<file path="config.mk">
export PLATFORM = sky130hd
export DESIGN_NAME = progclk_divider
export DESIGN_NICKNAME = d
export VERILOG_FILES = /design/src/rtl/progclk_pkg.sv /design/src/rtl/progclk_prescale.sv /design/src/rtl/progclk_counter.sv /design/src/rtl/progclk_toggle.sv /design/src/rtl/progclk_select.sv /design/src/rtl/progclk_divider.sv
export SDC_FILE = /design/constraint.sdc
export NUM_CORES = 1
export LEC_CHECK = 0
export ABC_AREA = 1
export CORE_UTILIZATION = 32
export DETAILED_ROUTE_END_ITERATION = 10
export MAX_ROUTING_LAYER = met4
export SYNTH_ARGS = -nofsm -noshare
export SYNTH_HDL_FRONTEND = slang
export SYNTH_SLANG_ARGS = --single-unit
</file>
<file path="constraint.sdc">
create_clock -name clk -period 2.1 [get_ports clk]
set_input_delay 0.42 -clock clk [delete_from_list [all_inputs] [get_ports clk]]
set_output_delay 0.42 -clock clk [all_outputs]
set_load 0.05 [all_outputs]
</file>
<file path="src/rtl/progclk_pkg.sv">
package progclk_pkg;

    typedef enum logic [1:0] {
        SRC_FULL = 2'd0,
        SRC_HALF = 2'd1,
        SRC_PROG = 2'd2,
        SRC_OFF  = 2'd3
    } src_sel_e;

    localparam int SRC_COUNT = 4;
    localparam int TICK_SPAN = 4;

    typedef logic [SRC_COUNT-1:0] src_levels_t;

    typedef struct packed {
        logic full_lv;
        logic half_lv;
        logic tick;
    } pre_bus_t;

    typedef struct packed {
        src_sel_e pend;
        src_sel_e cur;
    } sel_state_t;

    function automatic logic pick_level(src_sel_e s, src_levels_t lv);
        return lv[s];
    endfunction

    function automatic int half_len(int preset);
        return TICK_SPAN * (preset + 1);
    endfunction

endpackage

</file>
<file path="src/rtl/progclk_prescale.sv">
module progclk_prescale
    import progclk_pkg::*;
(
    input  logic     clk,
    input  logic     rst,
    input  logic     en,
    output pre_bus_t pre
);
    logic ph_q;
    logic half_q;

    always_ff @(posedge clk) begin
        if (rst) begin
            ph_q   <= 1'b0;
            half_q <= 1'b0;
        end else if (en) begin
            ph_q <= ~ph_q;
            if (ph_q) begin
                half_q <= ~half_q;
            end
        end
    end

    always_comb begin
        pre.full_lv = ph_q;
        pre.half_lv = half_q;
        pre.tick    = en & ph_q & ~half_q;
    end

    a_r9_prescale_hold: assert property (@(posedge clk) disable iff (rst)
        !en |=> ($stable(ph_q) && $stable(half_q)));

    a_r4_tick_spacing: assert property (@(posedge clk) disable iff (rst)
        pre.tick |=> !pre.tick);

endmodule

</file>
<file path="src/rtl/progclk_counter.sv">
module progclk_counter #(
    parameter int PRESET_W = 8
) (
    input  logic                clk,
    input  logic                rst,
    input  logic                tick,
    input  logic                wr_en,
    input  logic [PRESET_W-1:0] wr_preset,
    output logic                term
);
    localparam logic [PRESET_W-1:0] ZERO = '0;
    localparam logic [PRESET_W-1:0] ONE  = {{(PRESET_W-1){1'b0}}, 1'b1};

    logic [PRESET_W-1:0] shadow_q;
    logic [PRESET_W-1:0] cnt_q;
    logic                at_zero;

    assign at_zero = (cnt_q == ZERO);
    assign term    = tick & at_zero;

    always_ff @(posedge clk) begin
        if (rst) begin
            shadow_q <= ZERO;
        end else if (wr_en) begin
            shadow_q <= wr_preset;
        end
    end

    always_ff @(posedge clk) begin
        if (rst) begin
            cnt_q <= ZERO;
        end else if (tick) begin
            if (at_zero) begin
                cnt_q <= shadow_q;
            end else begin
                cnt_q <= cnt_q - ONE;
            end
        end
    end

    a_r5_reload_from_shadow: assert property (@(posedge clk) disable iff (rst)
        term |=> (cnt_q == $past(shadow_q)));

    a_r4_term_single: assert property (@(posedge clk) disable iff (rst)
        term |=> !term);

endmodule

</file>
<file path="src/rtl/progclk_toggle.sv">
module progclk_toggle (
    input  logic clk,
    input  logic rst,
    input  logic term,
    output logic prog_lv
);
    logic tog_q;

    always_ff @(posedge clk) begin
        if (rst) begin
            tog_q <= 1'b0;
        end else if (term) begin
            tog_q <= ~tog_q;
        end
    end

    assign prog_lv = tog_q;

    a_r4_toggle_hold: assert property (@(posedge clk) disable iff (rst)
        !term |=> $stable(prog_lv));

endmodule

</file>
<file path="src/rtl/progclk_select.sv">
module progclk_select
    import progclk_pkg::*;
(
    input  logic        clk,
    input  logic        rst,
    input  logic        wr_en,
    input  logic [1:0]  wr_sel,
    input  src_levels_t levels,
    output logic        out,
    output logic        ready
);
    sel_state_t st_q;
    sel_state_t st_n;
    logic       out_q;
    logic       ready_q;
    logic       past_ok;

    always_comb begin
        st_n = st_q;
        if (wr_en) begin
            st_n.pend = src_sel_e'(wr_sel);
        end
        if (!out_q && (st_q.cur != st_q.pend)) begin
            st_n.cur = st_q.pend;
        end
    end

    always_ff @(posedge clk) begin
        if (rst) begin
            st_q.pend <= SRC_OFF;
            st_q.cur  <= SRC_OFF;
            out_q     <= 1'b0;
            ready_q   <= 1'b0;
            past_ok   <= 1'b0;
        end else begin
            st_q    <= st_n;
            out_q   <= pick_level(st_n.cur, levels);
            ready_q <= (st_n.cur == st_n.pend);
            past_ok <= 1'b1;
        end
    end

    assign out   = out_q;
    assign ready = ready_q;

    a_r7_switch_when_low: assert property (@(posedge clk) disable iff (rst)
        (past_ok && (st_q.cur != $past(st_q.cur))) |-> ($past(out_q) == 1'b0));

    a_r6_off_is_low: assert property (@(posedge clk) disable iff (rst)
        (st_q.cur == SRC_OFF) |-> (out_q == 1'b0));

    a_r8_ready_match: assert property (@(posedge clk) disable iff (rst)
        ready_q |-> (st_q.cur == st_q.pend));

endmodule

</file>
<file path="src/rtl/progclk_divider.sv">
module progclk_divider
    import progclk_pkg::*;
#(
    parameter int PRESET_W = 8
) (
    input  logic                clk,
    input  logic                rst,
    input  logic                en,
    input  logic                wr_en,
    input  logic [PRESET_W-1:0] wr_preset,
    input  logic [1:0]          wr_sel,
    output logic                clk_out,
    output logic                ready
);
    pre_bus_t    pre;
    logic        term;
    logic        prog_lv;
    src_levels_t levels;

    progclk_prescale u_pre (
        .clk (clk),
        .rst (rst),
        .en  (en),
        .pre (pre)
    );

    progclk_counter #(.PRESET_W(PRESET_W)) u_cnt (
        .clk       (clk),
        .rst       (rst),
        .tick      (pre.tick),
        .wr_en     (wr_en),
        .wr_preset (wr_preset),
        .term      (term)
    );

    progclk_toggle u_tog (
        .clk     (clk),
        .rst     (rst),
        .term    (term),
        .prog_lv (prog_lv)
    );

    always_comb begin
        levels           = '0;
        levels[SRC_FULL] = pre.full_lv;
        levels[SRC_HALF] = pre.half_lv;
        levels[SRC_PROG] = prog_lv;
        levels[SRC_OFF]  = 1'b0;
    end

    progclk_select u_sel (
        .clk    (clk),
        .rst    (rst),
        .wr_en  (wr_en),
        .wr_sel (wr_sel),
        .levels (levels),
        .out    (clk_out),
        .ready  (ready)
    );

endmodule

</file>
==> results by group <==
Routing
  • Avg WL per Cell: 10.93 um
  • Routed Antenna Nets: 0
  • Vias: 1,078
  • Drt drc: 0
  • Vias/cell: 4.667
  • Drt pass-1 iters: 4
  • WL final: 2.524 mm
  • Iter 0 DRT Violations: 41

Setup path
  • WP buf/inv: 1
  • Crit-path slowest cell: clkdlybuf4s50_1
  • Crit Reg-Reg Startpoint: u_cnt.cnt_q[0]
  • Endpoint class of the critical path: output port
  • Worst Setup Path Type: reg2out
  • CP peak stage delay: 0.83 ns
  • Crit-path leading delay family: buffers and inverters
  • R2r setup slk: 0.54 ns
  • Critical path arrival: 1.52 ns
  • Cells along the critical path: clkdlybuf4s50_1
  • Kind of start point of the critical path: flop
  • CP max FO: 5
  • WP data required: 1.68 ns
  • CP startpoint: u_sel.out

Synthesis
  • Synth Cell Area: 1209 um2
  • Cell taking the most area after synthesis: dfxtp_1
  • Syn Nets: 185
  • Main synth FF type: dfxtp_1
  • Synth top area share: 0.4141
  • Async SR Flop Fraction: 0
  • Register bit total from synthesis: 25
  • Synth area leaders: dfxtp_1 41%, nand2_1 9.6%, o21ai_0 7.5%, inv_1 7.5%, nor2_1 6.2%
  • Seq/Total Area, Yosys: 0.4141
  • Cells after Synth: 169
  • Post-synth EDFFs: 0
  • Yosys cell types: 22
  • Ys Warns: 0
  • Synthesized area per cell: 7.152 um2

Layout
  • Final Instance Area: 1445 um2
  • P&R area growth vs syn: 19.57%
  • Fraction of layout cells with a size suffix above 1: 0.1027
  • FILL cells: 381
  • Nets: 202
  • N_diodes: 0

Status
  • Outcome: finished, final reports clean

Place
  • Final HPWL DP: 1.939 mm
  • Final GP Congestion: 0.8446
  • Placement Cell Area: 1395 um2
  • Port Buf Inserts: 15

Floorplanning
  • Starting Density: 0.3485
  • Die height: 63.46 um
  • Die span in x: 63.46 um
  • Core area: 3468 um2
  • IO Count: 16
  • Row cnt: 21
  • Total die area: 4027 um2

Timing
  • Hold Worst Slack: 0.4928 ns
  • Period utilization: 0.9227
  • Final setup fails: 0
  • Measured slew at the worst slew-check pin: 0.4928 ns
  • Slew Viols, Final: 0
  • Rel. slew slack: 0.6704
  • Total negative slack: 0 ns
  • Worst Skew: 0.005840 ns
  • RSZ-0062 raised after global routing: false
  • Fmax: 0.5161 GHz
  • Final hold violations: 0
  • Tmin final: 1.938 ns

Clock tree
  • CTS H-tree lvls: 1
  • Cts repair resizes: 0
  • CTS Hold Buffers Added: 0
  • CTS tree: yes
  • Clock sinks: 25
  • Clock Root Buffer: clkbuf_8
  • Worst-skew pair later-pin latency: 0.27 ns
  • CTS buffer count: 3
  • Setup Fix Bufs, Post-CTS: 0
  • Clk slew on worst S/H paths: 0.10 ns
  • Clock Tree Buf Depth: 2

Global route
  • Largest net degree at the start of global routing: 17
  • Initial antenna violation count: 0
  • Total track usage: 0.1456
  • First-pass GRT wire length: 4.478 mm
  • Number of global-route vias before repair: 996
  • Grt total ovfl: 0

Worst hold path
  • Min-delay src: u_cnt.shadow_q[5]
  • Type of the most critical hold path: reg2reg

Power
  • Pleak: 0.0006186 uW
  • Total power: 1134 uW
  • Power density cells: 784.5 nW/um2
  • Worst VDD drop: 0.0004754 V

Job
  • Max cap viols: 0
## worst reg2reg max path: cells and delay by family (launching register included)
| kind | cells | cell delay, ns |
|---|---|---|
| buffers and inverters | 1 | 0.14 |
| AOI/OAI and AO/OA | 1 | 0.11 |
| adders and majority gates | 1 | 0.17 |
| DFF | 1 | 0.34 |
| and+or+nand+nor | 5 | 0.76 |
## metal layers
metal | track usage | vias up | routed length, um
met3 | 0.03261 | 2 | 80
li1 | - | 573 | -
met1 | 0.1788 | 482 | 1204
met2 | 0.2314 | 21 | 1211
met4 | 0.05398 | 0 | 28
met5 | - | - | 0
## layout by cell type (no fill, tap or decap), types with 3 or more instances in the layout
cell type        synthesis  final
nand2_1                 31     31
nand3_1                 11     11
inv_1                   24     24
clkbuf_8                 0      3
a21oi_2                  6      6
nor2_1                  20     20
o21ai_0                 18     18
a21oi_1                 13     13
clkdlybuf4s50_1          0     15
dfxtp_1                 25     25
o211ai_1                 3      3
## sequential cells by signal (all words and copies together) (netlist names)
name and flops:
u_cnt.cnt_q 8, u_cnt.shadow_q 8, u_sel.st_q 4, u_pre.half_q 1
u_pre.ph_q 1, u_sel.out 1, u_sel.ready 1, u_tog.prog_lv 1
## path summary, 6_finish.rpt
check / end / cells past startpoint
setup / recovery: clk_out / 1
hold / removal: u_cnt.shadow_q[5] / 2
setup reg to reg: u_cnt.cnt_q[4] / 8
hold reg to reg: u_cnt.shadow_q[5] / 2
## synthesized netlist by cell type, types with 2 or more instances
master,instances
nand3_1,11
nand2_1,31
dfxtp_1,25
o21ai_0,18
o211ai_1,3
nor2_4,2
nand2_2,2
a21oi_2,6
buf_6,2
buf_2,2
ha_1,2
nor2_1,20
a21oi_1,13
inv_1,24
## kinds of logic after synthesis
group,Yosys count,synth area share
DFF,25,0.4141
adders and majority gates,2,0.02070
xor gates and xnor gates,2,0.01450
and+or+nand+nor,69,0.2484
buffers and inverters,30,0.1077
AOI/OAI and AO/OA,41,0.1946
## area by class of cell
cell class	count	area [um2]	area share
well taps	46	57.56	0.03983
flip-flops and latches	25	500.5	0.3463
clock buffers	3	41.29	0.02857
inverters	25	93.84	0.06493
clock inverters	1	8.758	0.006061
multi-input cells	114	578.1	0.4000
repair buffers	17	165.2	0.1143
## metrics by stage
stage               worst slack [ns]  instances  utilization
floorplan                     0.6937        169            -
global placement              0.3144        227       0.4022
detailed placement            0.2827        227       0.4022
CTS                           0.1503        231       0.4167
global route                  0.1034        231       0.4167
finish                        0.1624        231       0.4167
## where the power goes
group | switching [uW] | internal, uW | leakage, uW
Clock | 169 | 139 | 0.0000261
Combinational | 182 | 110 | 0.000387
Sequential | 24.0 | 510 | 0.000206
Note: power is estimated with default switching activity, not from simulation.
